File: config.mk
export PLATFORM = sky130hd
export DESIGN_NAME = two_level_tlb
export DESIGN_NICKNAME = d
export VERILOG_FILES = /design/src/rtl/tlb_pkg.sv /design/src/rtl/tlb_cam.sv /design/src/rtl/two_level_tlb.sv
export SDC_FILE = /design/constraint.sdc
export NUM_CORES = 2
export LEC_CHECK = 0
export BUFFER_PORTS_ARGS = -buffer_cell sky130_fd_sc_hd__buf_2
export CORE_MARGIN = 4
export CORE_UTILIZATION = 43
export DETAILED_ROUTE_END_ITERATION = 12
export PLACE_DENSITY = 0.55
export SLEW_MARGIN = 20
export SYNTH_ARGS = -nofsm -noshare
export SYNTH_HDL_FRONTEND = slang
export SYNTH_SLANG_ARGS = --single-unit
File: constraint.sdc
create_clock -name clk -period 12.4 [get_ports clk]
set_input_delay 0 -clock clk [delete_from_list [all_inputs] [get_ports clk]]
set_output_delay 0 -clock clk [all_outputs]
set_load 0.01 [all_outputs]
File: src/rtl/tlb_pkg.sv
package tlb_pkg;
   localparam int VA_W   = 32;
   localparam int OFF_W  = 12;
   localparam int PG_W   = VA_W - OFF_W;
   localparam int ASID_W = 8;
   localparam int DOM_W  = 4;
   localparam int ATTR_W = 4;

   typedef enum logic [1:0] {PG_4K = 2'd0, PG_64K = 2'd1, PG_1M = 2'd2, PG_16M = 2'd3} pg_size_e;

   typedef struct packed {
      logic [PG_W-1:0]   vtag;
      logic [PG_W-1:0]   pbase;
      pg_size_e          size;
      logic [ASID_W-1:0] asid;
      logic              glob;
      logic [DOM_W-1:0]  dom;
      logic [ATTR_W-1:0] attr;
   } tlb_ent_t;

   // page-number bits that take part in the compare for a given size
   function automatic logic [PG_W-1:0] pg_mask(pg_size_e s);
      case (s)
         PG_64K:  pg_mask = ~PG_W'(20'h0000F);
         PG_1M:   pg_mask = ~PG_W'(20'h000FF);
         PG_16M:  pg_mask = ~PG_W'(20'h00FFF);
         default: pg_mask = '1;
      endcase
   endfunction

   function automatic logic ent_match(tlb_ent_t e, logic [VA_W-1:0] va, logic [ASID_W-1:0] asid);
      logic [PG_W-1:0] m;
      m = pg_mask(e.size);
      ent_match = (((va[VA_W-1:OFF_W] ^ e.vtag) & m) == '0) && (e.glob || (e.asid == asid));
   endfunction

   function automatic logic [VA_W-1:0] xlate(tlb_ent_t e, logic [VA_W-1:0] va);
      logic [PG_W-1:0] m;
      m = pg_mask(e.size);
      xlate = {(e.pbase & m) | (va[VA_W-1:OFF_W] & ~m), va[OFF_W-1:0]};
   endfunction
endpackage

File: src/rtl/tlb_cam.sv
module tlb_cam
   import tlb_pkg::*;
#(
   parameter int DEPTH = 8,
   parameter int NLOCK = 0,
   localparam int IW = (DEPTH > 1) ? $clog2(DEPTH) : 1,
   localparam int LW = (NLOCK > 1) ? $clog2(NLOCK) : 1
) (
   input  logic              clk,
   input  logic              rst_n,
   input  logic [VA_W-1:0]   lk_va,
   input  logic [ASID_W-1:0] lk_asid,
   output logic              lk_hit,
   output tlb_ent_t          lk_ent,
   input  logic              wr_en,
   input  tlb_ent_t          wr_ent,
   input  logic              wr_lock,
   input  logic [LW-1:0]     wr_lock_idx,
   input  logic              inv_all,
   input  logic              inv_asid_en,
   input  logic [ASID_W-1:0] inv_asid
);
   if (DEPTH < 2) begin : g_bad_depth
      $error("tlb_cam: DEPTH must be at least 2");
   end
   if (NLOCK >= DEPTH) begin : g_bad_lock
      $error("tlb_cam: NLOCK must be below DEPTH");
   end

   tlb_ent_t         ent_q [DEPTH];
   logic [DEPTH-1:0] vld_q, vld_d, hit_vec;
   logic [IW-1:0]    rr_q, widx;
   logic             lock_wr;

   // lookup
   always_comb begin
      hit_vec = '0;
      lk_hit  = 1'b0;
      lk_ent  = '0;
      for (int i = 0; i < DEPTH; i++) begin
         hit_vec[i] = vld_q[i] && ent_match(ent_q[i], lk_va, lk_asid);
         if (hit_vec[i]) begin
            lk_hit = 1'b1;
            lk_ent = ent_q[i];
         end
      end
   end

   // victim choice: locked slot on request, else round-robin over unlocked range
   if (NLOCK > 0) begin : g_lock
      assign lock_wr = wr_en && wr_lock;
      assign widx    = wr_lock ? IW'(wr_lock_idx) : rr_q;
   end else begin : g_nolock
      logic unused_lock;
      assign unused_lock = ^{wr_lock, wr_lock_idx};
      assign lock_wr     = 1'b0;
      assign widx        = rr_q;
   end

   always_comb begin
      for (int i = 0; i < DEPTH; i++) begin
         vld_d[i] = vld_q[i]
                    && !(inv_all && (i >= NLOCK))
                    && !(inv_asid_en && !ent_q[i].glob && (ent_q[i].asid == inv_asid));
         if (wr_en && (widx == IW'(i))) vld_d[i] = 1'b1;
      end
   end

   always_ff @(posedge clk or negedge rst_n) begin
      if (!rst_n) begin
         vld_q <= '0;
         rr_q  <= IW'(NLOCK);
      end else begin
         vld_q <= vld_d;
         if (wr_en && !lock_wr)
            rr_q <= (rr_q == IW'(DEPTH-1)) ? IW'(NLOCK) : rr_q + 1'b1;
      end
   end

   always_ff @(posedge clk) begin
      if (wr_en) ent_q[widx] <= wr_ent;
   end

   // checker state: which ASID was last invalidated
   logic [ASID_W-1:0] inv_asid_q;
   logic              asid_left;
   always_ff @(posedge clk or negedge rst_n) begin
      if (!rst_n) inv_asid_q <= '0;
      else        inv_asid_q <= inv_asid;
   end
   always_comb begin
      asid_left = 1'b0;
      for (int i = 0; i < DEPTH; i++)
         if (vld_q[i] && !ent_q[i].glob && (ent_q[i].asid == inv_asid_q)) asid_left = 1'b1;
   end

   AST_HIT_UNIQUE: assert property (@(posedge clk) disable iff (!rst_n) $onehot0(hit_vec));
   AST_RR_UNLOCKED: assert property (@(posedge clk) disable iff (!rst_n) (rr_q >= IW'(NLOCK)) && (rr_q <= IW'(DEPTH-1)));
   AST_INVALL_CLEARS: assert property (@(posedge clk) disable iff (!rst_n) (inv_all && !wr_en) |=> ((vld_q >> NLOCK) == '0));
   AST_ASID_GONE: assert property (@(posedge clk) disable iff (!rst_n) (inv_asid_en && !wr_en) |=> !asid_left);

   if (NLOCK > 0) begin : g_lock_chk
      AST_LOCK_SURVIVES: assert property (@(posedge clk) disable iff (!rst_n)
         (inv_all && !inv_asid_en && !wr_en) |=> (vld_q[NLOCK-1:0] == $past(vld_q[NLOCK-1:0])));
   end
endmodule

File: src/rtl/two_level_tlb.sv
module two_level_tlb
   import tlb_pkg::*;
#(
   parameter int MICRO_DEPTH = 8,
   parameter int MAIN_DEPTH  = 32,
   parameter int MAIN_LOCK   = 4,
   localparam int LOCK_W = (MAIN_LOCK > 1) ? $clog2(MAIN_LOCK) : 1
) (
   input  logic              clk,
   input  logic              rst_n,
   input  logic [ASID_W-1:0] cur_asid,
   input  logic              i_req,
   input  logic [VA_W-1:0]   i_va,
   output logic              i_hit,
   output logic [VA_W-1:0]   i_pa,
   output logic [DOM_W-1:0]  i_domain,
   output logic [ATTR_W-1:0] i_attr,
   input  logic              d_req,
   input  logic [VA_W-1:0]   d_va,
   output logic              d_hit,
   output logic [VA_W-1:0]   d_pa,
   output logic [DOM_W-1:0]  d_domain,
   output logic [ATTR_W-1:0] d_attr,
   output logic              walk_req,
   output logic              walk_side,
   output logic [VA_W-1:0]   walk_va,
   input  logic              walk_valid,
   input  logic [PG_W-1:0]   walk_pbase,
   input  logic [1:0]        walk_size,
   input  logic              walk_global,
   input  logic [DOM_W-1:0]  walk_domain,
   input  logic [ATTR_W-1:0] walk_attr,
   input  logic              lock_en,
   input  logic [LOCK_W-1:0] lock_idx,
   input  logic              inv_all,
   input  logic              inv_asid_en,
   input  logic [ASID_W-1:0] inv_asid
);
   if (MAIN_LOCK < 1 || MAIN_LOCK >= MAIN_DEPTH) begin : g_bad_cfg
      $error("two_level_tlb: MAIN_LOCK out of range");
   end

   tlb_ent_t          iu_ent, du_ent, mn_ent, fill_ent;
   logic              iu_hit, du_hit, mn_hit;
   logic              i_miss, d_miss, gnt_d, gnt_i, refill, iu_wr, du_wr;
   logic              busy_q, side_q;
   logic [VA_W-1:0]   wva_q, mn_va;
   logic [ASID_W-1:0] wasid_q;

   assign i_miss = i_req && !iu_hit;
   assign d_miss = d_req && !du_hit;
   assign gnt_d  = !busy_q && d_miss;              // data side wins the main TLB
   assign gnt_i  = !busy_q && i_miss && !d_miss;
   assign mn_va  = gnt_d ? d_va : i_va;
   assign refill = busy_q && walk_valid;

   always_comb begin
      fill_ent = mn_ent;
      if (refill) begin
         fill_ent.vtag  = wva_q[VA_W-1:OFF_W];
         fill_ent.pbase = walk_pbase;
         fill_ent.size  = pg_size_e'(walk_size);
         fill_ent.asid  = wasid_q;
         fill_ent.glob  = walk_global;
         fill_ent.dom   = walk_domain;
         fill_ent.attr  = walk_attr;
      end
   end

   assign du_wr = (gnt_d && mn_hit) || (refill && side_q);
   assign iu_wr = (gnt_i && mn_hit) || (refill && !side_q);

   tlb_cam #(.DEPTH(MICRO_DEPTH), .NLOCK(0)) u_imicro (
      .clk(clk), .rst_n(rst_n), .lk_va(i_va), .lk_asid(cur_asid), .lk_hit(iu_hit), .lk_ent(iu_ent),
      .wr_en(iu_wr), .wr_ent(fill_ent), .wr_lock(1'b0), .wr_lock_idx(1'b0),
      .inv_all(inv_all), .inv_asid_en(inv_asid_en), .inv_asid(inv_asid));

   tlb_cam #(.DEPTH(MICRO_DEPTH), .NLOCK(0)) u_dmicro (
      .clk(clk), .rst_n(rst_n), .lk_va(d_va), .lk_asid(cur_asid), .lk_hit(du_hit), .lk_ent(du_ent),
      .wr_en(du_wr), .wr_ent(fill_ent), .wr_lock(1'b0), .wr_lock_idx(1'b0),
      .inv_all(inv_all), .inv_asid_en(inv_asid_en), .inv_asid(inv_asid));

   tlb_cam #(.DEPTH(MAIN_DEPTH), .NLOCK(MAIN_LOCK)) u_main (
      .clk(clk), .rst_n(rst_n), .lk_va(mn_va), .lk_asid(cur_asid), .lk_hit(mn_hit), .lk_ent(mn_ent),
      .wr_en(refill), .wr_ent(fill_ent), .wr_lock(lock_en), .wr_lock_idx(lock_idx),
      .inv_all(inv_all), .inv_asid_en(inv_asid_en), .inv_asid(inv_asid));

   // walk tracking: one outstanding walk at a time
   always_ff @(posedge clk or negedge rst_n) begin
      if (!rst_n) begin
         busy_q  <= 1'b0;
         side_q  <= 1'b0;
         wva_q   <= '0;
         wasid_q <= '0;
      end else if (refill) begin
         busy_q <= 1'b0;
      end else if ((gnt_d || gnt_i) && !mn_hit) begin
         busy_q  <= 1'b1;
         side_q  <= gnt_d;
         wva_q   <= mn_va;
         wasid_q <= cur_asid;
      end
   end

   assign walk_req  = busy_q;
   assign walk_side = side_q;
   assign walk_va   = wva_q;

   assign i_hit    = i_req && iu_hit;
   assign i_pa     = xlate(iu_ent, i_va);
   assign i_domain = iu_ent.dom;
   assign i_attr   = iu_ent.attr;
   assign d_hit    = d_req && du_hit;
   assign d_pa     = xlate(du_ent, d_va);
   assign d_domain = du_ent.dom;
   assign d_attr   = du_ent.attr;

   AST_WALK_HOLD: assert property (@(posedge clk) disable iff (!rst_n)
      (walk_req && !walk_valid) |=> (walk_req && $stable(walk_va) && $stable(walk_side)));
   AST_D_FIRST: assert property (@(posedge clk) disable iff (!rst_n)
      (!walk_req && i_req && d_req && !i_hit && !d_hit) |=>
      (!i_hit || (i_va != $past(i_va)) || (cur_asid != $past(cur_asid))));
   AST_NO_WALK_ON_HIT: assert property (@(posedge clk) disable iff (!rst_n)
      (!walk_req && d_req && d_hit && !i_req) |=> !walk_req);
endmodule

# Word-level counts from Yosys, hierarchy flattened
# Memory sizes are Yosys's and may differ from the RTL's.
# Index checks and enable logic that the tools add are counted.
# word_totals
mem_count	3
ramBits	2832
register_bits	101
in_bits	121
word_cells	1176
# mem_list
name	words	word_bits	rd	rd_clocked_by_memory_dff	wr	line	source
u_main.ent_q	32	59	32	0	1	tlb_cam.sv:30	tlb_ent_t ent_q [DEPTH];
u_dmicro.ent_q	8	59	8	0	1	tlb_cam.sv:30	
u_imicro.ent_q	8	59	8	0	1	tlb_cam.sv:30	
# classes
reduce_logical	555
add_sub_neg	3
eq_ne	292
muxes	208
bitwise	105
# op_table
operator	count
59-bit 2-to-1 mux	33
12-bit case mux with 3 select lines	50
20-bit bitwise AND	52
20-bit logical NOT	48
20-bit XOR	48
8-bit equality test	96
39-bit 2-to-1 mux	16
1-bit logical AND	347
2-bit equality test (second input constant)	100
1-bit logical NOT	104
1-bit 2-to-1 mux	104
2-bit by 1-bit equality test with 1-bit output (second input constant)	50
5-bit equality test (second input constant)	17
1-bit logical OR	51
5-bit by 4-bit equality test with 1-bit output (second input constant)	8
20-bit inverter	2
20-bit OR	2
32-bit 2-to-1 mux	1
3-bit equality test (second input constant)	8
5-bit by 3-bit equality test with 1-bit output (second input constant)	4
3-bit by 2-bit equality test with 1-bit output (second input constant)	4
5-bit by 2-bit equality test with 1-bit output (second input constant)	2
5-bit 2-to-1 mux	2
3-bit by 1-bit adder with 3-bit output (second input constant)	2
9 further kinds	12

# Depth between registers and ports, before layout
# An unclocked memory read counts as a cell.
# logic_depth
ltp_word	60
mapped_depth	31

# Cells and area by module
# From an unflattened synthesis, not the netlist that was laid out.
# hier_totals
hier_cells	11065
hier_area_um2	140476.0
# modules_own_cells
module	cells_each	area_per_inst_um2	instances
tlb_cam at u_main	7313	91886.9	1
tlb_cam at u_dmicro	1766	22586.7	1
tlb_cam at u_imicro	1690	22472.8	1
two_level_tlb	296	3529.6	1

# Least setup slack after synthesis
# OpenSTA, ideal clock, no wires.
# synth_path
kind	reg-to-reg
startpoint	memory u_dmicro.ent_q[7][10] (netlist bit)
endpoint	memory u_dmicro.ent_q[0][0] (netlist bit), enable pin
required_ps	11779
period_less_slack_ps	10624
slack_ps	1776
n_path_buf	8
t_arrival_ps	10003
setup_ps	621
stages_incl_launch_ff	26
cell_sequence	edfxtp_1 -> xor2_1 -> nor4_1 -> a41o_1 -> and4_1 -> buf_2 -> or4_1 -> buf_4 -> buf_6 -> nor2_4 -> buf_6 -> buf_6 -> buf_6 -> buf_6 -> buf_6 -> o2111ai_1 -> a22o_1 -> nor4_1 -> and3_1 -> nor3b_2 -> inv_2 -> nand2_1 -> nor3_1 -> nand3_1 -> a22oi_1 -> nor4_1
# synth_lines
element	line
start: declaration	tlb_cam.sv:30

==> tab_implementation.tex <==
\begin{tabular}{lr}
\hline
Metric & Value \\
\hline
\multicolumn{2}{l}{\textbf{Finish}} \\
\quad Combined area of the multi-input logic cells & 51,600 um\^{}2 \\
\quad Final standard cell area without fillers & 164,000 um\^{}2 \\
\quad Non-filler instance count after layout & 16.7k \\
\quad Total of fill cells in the finished design & 28.6k \\
\quad Final layout net count & 12.2k \\
\quad Signed area change from the synthesized netlist to the final layout & 15.1\% \\
\quad Storage cell area & 87,600 um\^{}2 \\
\quad Fraction of final layout cells sized beyond drive strength 1 & 13.3\% \\
\multicolumn{2}{l}{\textbf{Detailed routing}} \\
\quad Detailed Routing Iterations Pass 1 & 8 \\
\quad Antenna Nets Post-Route & 0 \\
\quad Vias/cell & 6.77 \\
\quad Drt first-iter violations & 19.4k \\
\quad Total routed wirelength & 690,000 um \\
\quad \# DRC & 0 \\
\quad Wire per inst & 41.4 um \\
\quad Detailed-route via count & 113k \\
\multicolumn{2}{l}{\textbf{Critical path}} \\
\quad Data required time at the worst endpoint & 12.95 ns \\
\quad Critical-path maximum fanout & 62 \\
\quad Critical Path Sink Type & flip-flop \\
\quad Data arrival, critical path & 11.01 ns \\
\quad Register-to-Register Path Depth & 25 \\
\quad Critical setup path kind & flip-flop to flip-flop \\
\quad Kind of launch point of the worst setup path & flip-flop \\
\multicolumn{2}{l}{\textbf{Floorplanning}} \\
\quad Die Area & 340,000 um\^{}2 \\
\quad Die span in y & 583 um \\
\quad Initial core utilization & 43.3\% \\
\quad Site row count & 210 \\
\quad Std-Cell Core Area & 328,000 um\^{}2 \\
\quad I/O pin count & 237 \\
\quad Width of the chip & 583 um \\
\multicolumn{2}{l}{\textbf{GRT}} \\
\quad Number of antenna violations at the first check in global routing & 62 \\
\quad Overall overflow remaining after global route & 0 \\
\quad First-pass GRT wire length & 919,000 um \\
\quad Vias in the first global route & 105k \\
\quad Largest net degree at the start of global routing & 114 \\
\quad Overall track demand over capacity in global routing & 39.1\% \\
\multicolumn{2}{l}{\textbf{CTS}} \\
\quad Worst-Skew Late Latency & 0.98 ns \\
\quad Number of clock buffers inserted by TritonCTS & 337 \\
\quad TritonCTS clock tree & built \\
\quad Clock-pin transition on the worst setup and hold timing paths & 0.06 ns \\
\quad Number of H-tree levels & 5 \\
\quad Post-cts repair resize count & 0 \\
\quad Total clock sinks & 2,933 \\
\quad Maximum number of buffers from clock root to sink & 4 \\
\quad Clock tree root driver cell & clkbuf\_16 \\
\multicolumn{2}{l}{\textbf{Power and ir drop}} \\
\quad Sw frac & 28.0\% \\
\quad Share of total power in the clock network & 40.0\% \\
\quad Power Internal & 0.0183 W \\
\quad Portion of total power attributed to sequential cells & 46.7\% \\
\quad Reported leakage power & 55.1 nW \\
\quad Pwr/cell area & 155 nW/um\^{}2 \\
\quad Worst ir drop on vdd & 0.121 mV \\
\quad Switching power & 0.00713 W \\
\quad Logic gate share of total power & 13.2\% \\
\multicolumn{2}{l}{\textbf{Yosys}} \\
\quad Basic-gate share of the synthesized area counting and, or, nand and nor cells & 10.4\% \\
\quad Combinational family with the most area after synthesis & compound AO/OA/AOI/OAI gates \\
\quad Synth Area in Adders & 0.123\% \\
\quad Syn\_area\_per\_cell & 12.2 um\^{}2 \\
\quad Synth Area in Compound Gates & 13.4\% \\
\quad Post-synthesis cell type count & 123 \\
\quad Post-synthesis net count & 11.8k \\
\quad Ys async rst share & 3.44\% \\
\quad Synthesized cell area & 142,000 um\^{}2 \\
\quad Number of flops mapped to enable cells by yosys & 2,832 \\
\quad Synthesized-area fraction occupied by xor and xnor cells & 10.2\% \\
\quad Synth Warn \# & 0 \\
\quad Most used flip-flop cell after synthesis & edfxtp\_1 \\
\quad Synthesized netlist cell count & 11.6k \\
\quad Share of cell area taken by muxes after synthesis & 1.04\% \\
\quad Fraction of the yosys area taken by sequential cells & 61.5\% \\
\quad Flip-flop and latch count after synthesis & 2,933 \\
\multicolumn{2}{l}{\textbf{Placement}} \\
\quad HPWL reported at the end of detailed placement & 469,000 um \\
\quad Count of port buffers added during placement & 236 \\
\quad RD Place Congestion & 1.07 \\
\quad Total placed instance area & 152,000 um\^{}2 \\
\quad Number of placed instances with taps included & 15.9k \\
\multicolumn{2}{l}{\textbf{Timing}} \\
\quad Final Skew & 0.0757 ns \\
\quad Count of final setup violators & 0 \\
\quad Transition time at the pin with the least slew margin & 1.32 ns \\
\quad Final Hold Vio Count & 0 \\
\quad Slew Limit Headroom & 12.1\% \\
\quad Max Clock Freq & 95.6 MHz \\
\quad Period utilization & 84.3\% \\
\quad Setup TNS after final layout & 0 ns \\
\quad Slew Limit Fails & 0 \\
\quad Setup repair after global routing missed its margin & false \\
\quad Post-layout minimum cycle time & 10.46 ns \\
\quad Hold Worst Slack & 0.0623 ns \\
\multicolumn{2}{l}{\textbf{Worst hold path}} \\
\quad Class of the tightest hold or removal check & input pin to flip-flop \\
\quad Count of cells along the worst hold path & 4 \\
\multicolumn{2}{l}{\textbf{Flow run}} \\
\quad Max-capacitance violation count & 0 \\
\multicolumn{2}{l}{\textbf{Status}} \\
\quad Result of the run & finished clean \\
\hline
\end{tabular}
## kinds of logic after synthesis
logic type | count (synthesis)
AO/OA/AOI/OAI | 2850
XOR/XNOR | 1662
adder cells (fa/ha/maj) | 14
buffers and inverters | 1033
flip-flops | 2933
multiplexers | 145
AND/OR/NAND/NOR | 2997
## area by class of cell
class	instances	share of cell area, %
Antenna cell	15	0.0229
Sequential cell	2933	53.4
Inverter	206	0.473
Multi-Input combinational cell	7668	31.5
Timing Repair Buffer	887	4.49
Clock buffer	429	5.54
Clock inverter	190	1.21
Tap cell	4346	3.32
## metrics by stage
step / util (%) / total power, W / setup slack, ns
floorplan: - / 0.0135 / 1.78
global placement: 46.2 / 0.0152 / 2.26
detailed placement: 46.2 / 0.0153 / 2.38
CTS: 49.9 / 0.0254 / 2.51
global route: 49.9 / 0.0260 / 2.08
finish: 49.9 / 0.0254 / 1.94
## synth_stat cells, drive strengths merged, types with 39 or more instances
| master | instances | area [um^2] |
|---|---|---|
| a211oi | 112 | 846 |
| nand4b | 45 | 394 |
| nor3 | 227 | 1170 |
| or3 | 45 | 287 |
| nand3 | 320 | 1600 |
| nor2b | 39 | 244 |
| edfxtp | 2832 | 85000 |
| a221oi | 138 | 1220 |
| nor4 | 253 | 1680 |
| nand2 | 804 | 3030 |
| inv | 194 | 728 |
| buf | 432 | 2390 |
| o221ai | 137 | 1200 |
| o31ai | 43 | 323 |
| o2111ai | 46 | 409 |
| xor2 | 771 | 6750 |
| a2111oi | 75 | 697 |
| a21oi | 847 | 4260 |
| and3 | 106 | 663 |
| mux2i | 117 | 1170 |
| o211ai | 91 | 688 |
| xnor2 | 891 | 7810 |
| a21o | 58 | 435 |
| nor2 | 759 | 2880 |
| nand3b | 42 | 328 |
| clkbuf | 395 | 1480 |
| a311oi | 62 | 543 |
| a31oi | 56 | 357 |
| o22ai | 167 | 1040 |
| dfrtp | 100 | 2500 |
| o21ai | 548 | 2770 |
| nand4 | 173 | 1090 |
## metal layers
layer	track usage (%)	wire length, um	vias to the layer above
met3	12.1	92900	1616
met1	55.1	275000	57600
met5	0	209	-
met4	19.8	42300	32
li1	-	-	45000
met2	54.4	280000	8594
## repair_timing
action / CTS / global route
buffers inserted: 0 / 0
endpoints found under the hold margin: 849 / 0
hold buffers: 96 / 0
## power by group through the flow
stage	clock [W]	sequential, W	combinational, W
after floorplan	0	0.0120	0.00148
after global placement	0	0.0121	0.00317
after detailed placement	0	0.0121	0.00319
after CTS	0.0103	0.0119	0.00325
after global routing	0.0107	0.0119	0.00342
final	0.0102	0.0119	0.00336
## path summary, 6_finish.rpt
check,slack [ns],from,end
max,1.94,u_dmicro.ent_q[4][57]$_DFFE_PP_,u_dmicro.ent_q[3][47]$_DFFE_PP_
min,0.06,walk_pbase[6],u_main.ent_q[29][25]$_DFFE_PP_
max reg2reg,1.94,u_dmicro.ent_q[4][57]$_DFFE_PP_,u_dmicro.ent_q[3][47]$_DFFE_PP_
min reg2reg,0.47,u_main.vld_q[2]$_DFF_PN0_,u_main.vld_q[2]$_DFF_PN0_
max in group asynchronous,11.46,rst_n,walk_va[31]$_DFFE_PN0P_
min in group asynchronous,0.14,rst_n,u_main.rr_q[2]$_DFFE_PN1P_
## sequential cells by signal, indices dropped and copies added, names as in the netlist
signal and cells:
u_imicro.ent_q 472, u_imicro.vld_q 8, u_main.ent_q 1888, u_dmicro.rr_q 3, u_dmicro.ent_q 472, u_main.vld_q 32
walk_va 32, wasid_q 8, u_main.rr_q 5, u_imicro.rr_q 3, walk_req 1, u_dmicro.vld_q 8
walk_side 1
## cells in the final DEF, fill, tap and decap left out, types with 39 or more instances in the layout
| master | n |
|---|---|
| nand3b_1 | 41 |
| o21ai_0 | 465 |
| edfxtp_1 | 2832 |
| nand3_1 | 316 |
| inv_1 | 192 |
| nand4b_1 | 45 |
| a311oi_1 | 58 |
| xor2_1 | 771 |
| clkinv_2 | 49 |
| clkinv_1 | 80 |
| xnor2_1 | 890 |
| o221ai_1 | 137 |
| o211ai_1 | 90 |
| clkbuf_1 | 72 |
| o22ai_1 | 165 |
| nand2_1 | 792 |
| buf_4 | 493 |
| or3_1 | 39 |
| a2111oi_0 | 64 |
| nor2_1 | 709 |
| buf_12 | 78 |
| dlygate4sd3_1 | 95 |
| nor4_1 | 224 |
| dfrtp_1 | 100 |
| and3_1 | 102 |
| mux2i_1 | 117 |
| nor2_4 | 41 |
| buf_2 | 219 |
| clkbuf_16 | 346 |
| nand4_1 | 171 |
| a21oi_1 | 839 |
| a211oi_1 | 105 |
| nor3_1 | 205 |
| a221oi_1 | 135 |
| o2111ai_1 | 45 |
| o21ai_1 | 55 |
| a31oi_1 | 52 |
| a21o_1 | 53 |
## worst max-delay path: stages (launching register included)
cell and delay, ns:
edfxtp_1 0.39, xor2_1 0.16, nor4_1 0.34, nand4_1 0.42, nor4b_4 0.38, buf_4 0.52, or4_4 0.62, buf_4 0.37
o21ai_1 0.08, buf_4 0.19, and2_1 0.33, buf_4 0.32, o221a_2 0.39, a31oi_1 0.28, or4_2 0.47, buf_4 0.61
nand2b_1 0.30, buf_12 0.25, nor3_1 0.71, nand4_1 0.31, a21oi_1 0.68, a211oi_1 0.31, buf_4 0.25, a2111oi_0 0.69
o31ai_4 0.19, buf_12 0.21
No activity file was read; power rests on OpenSTA's default activity.
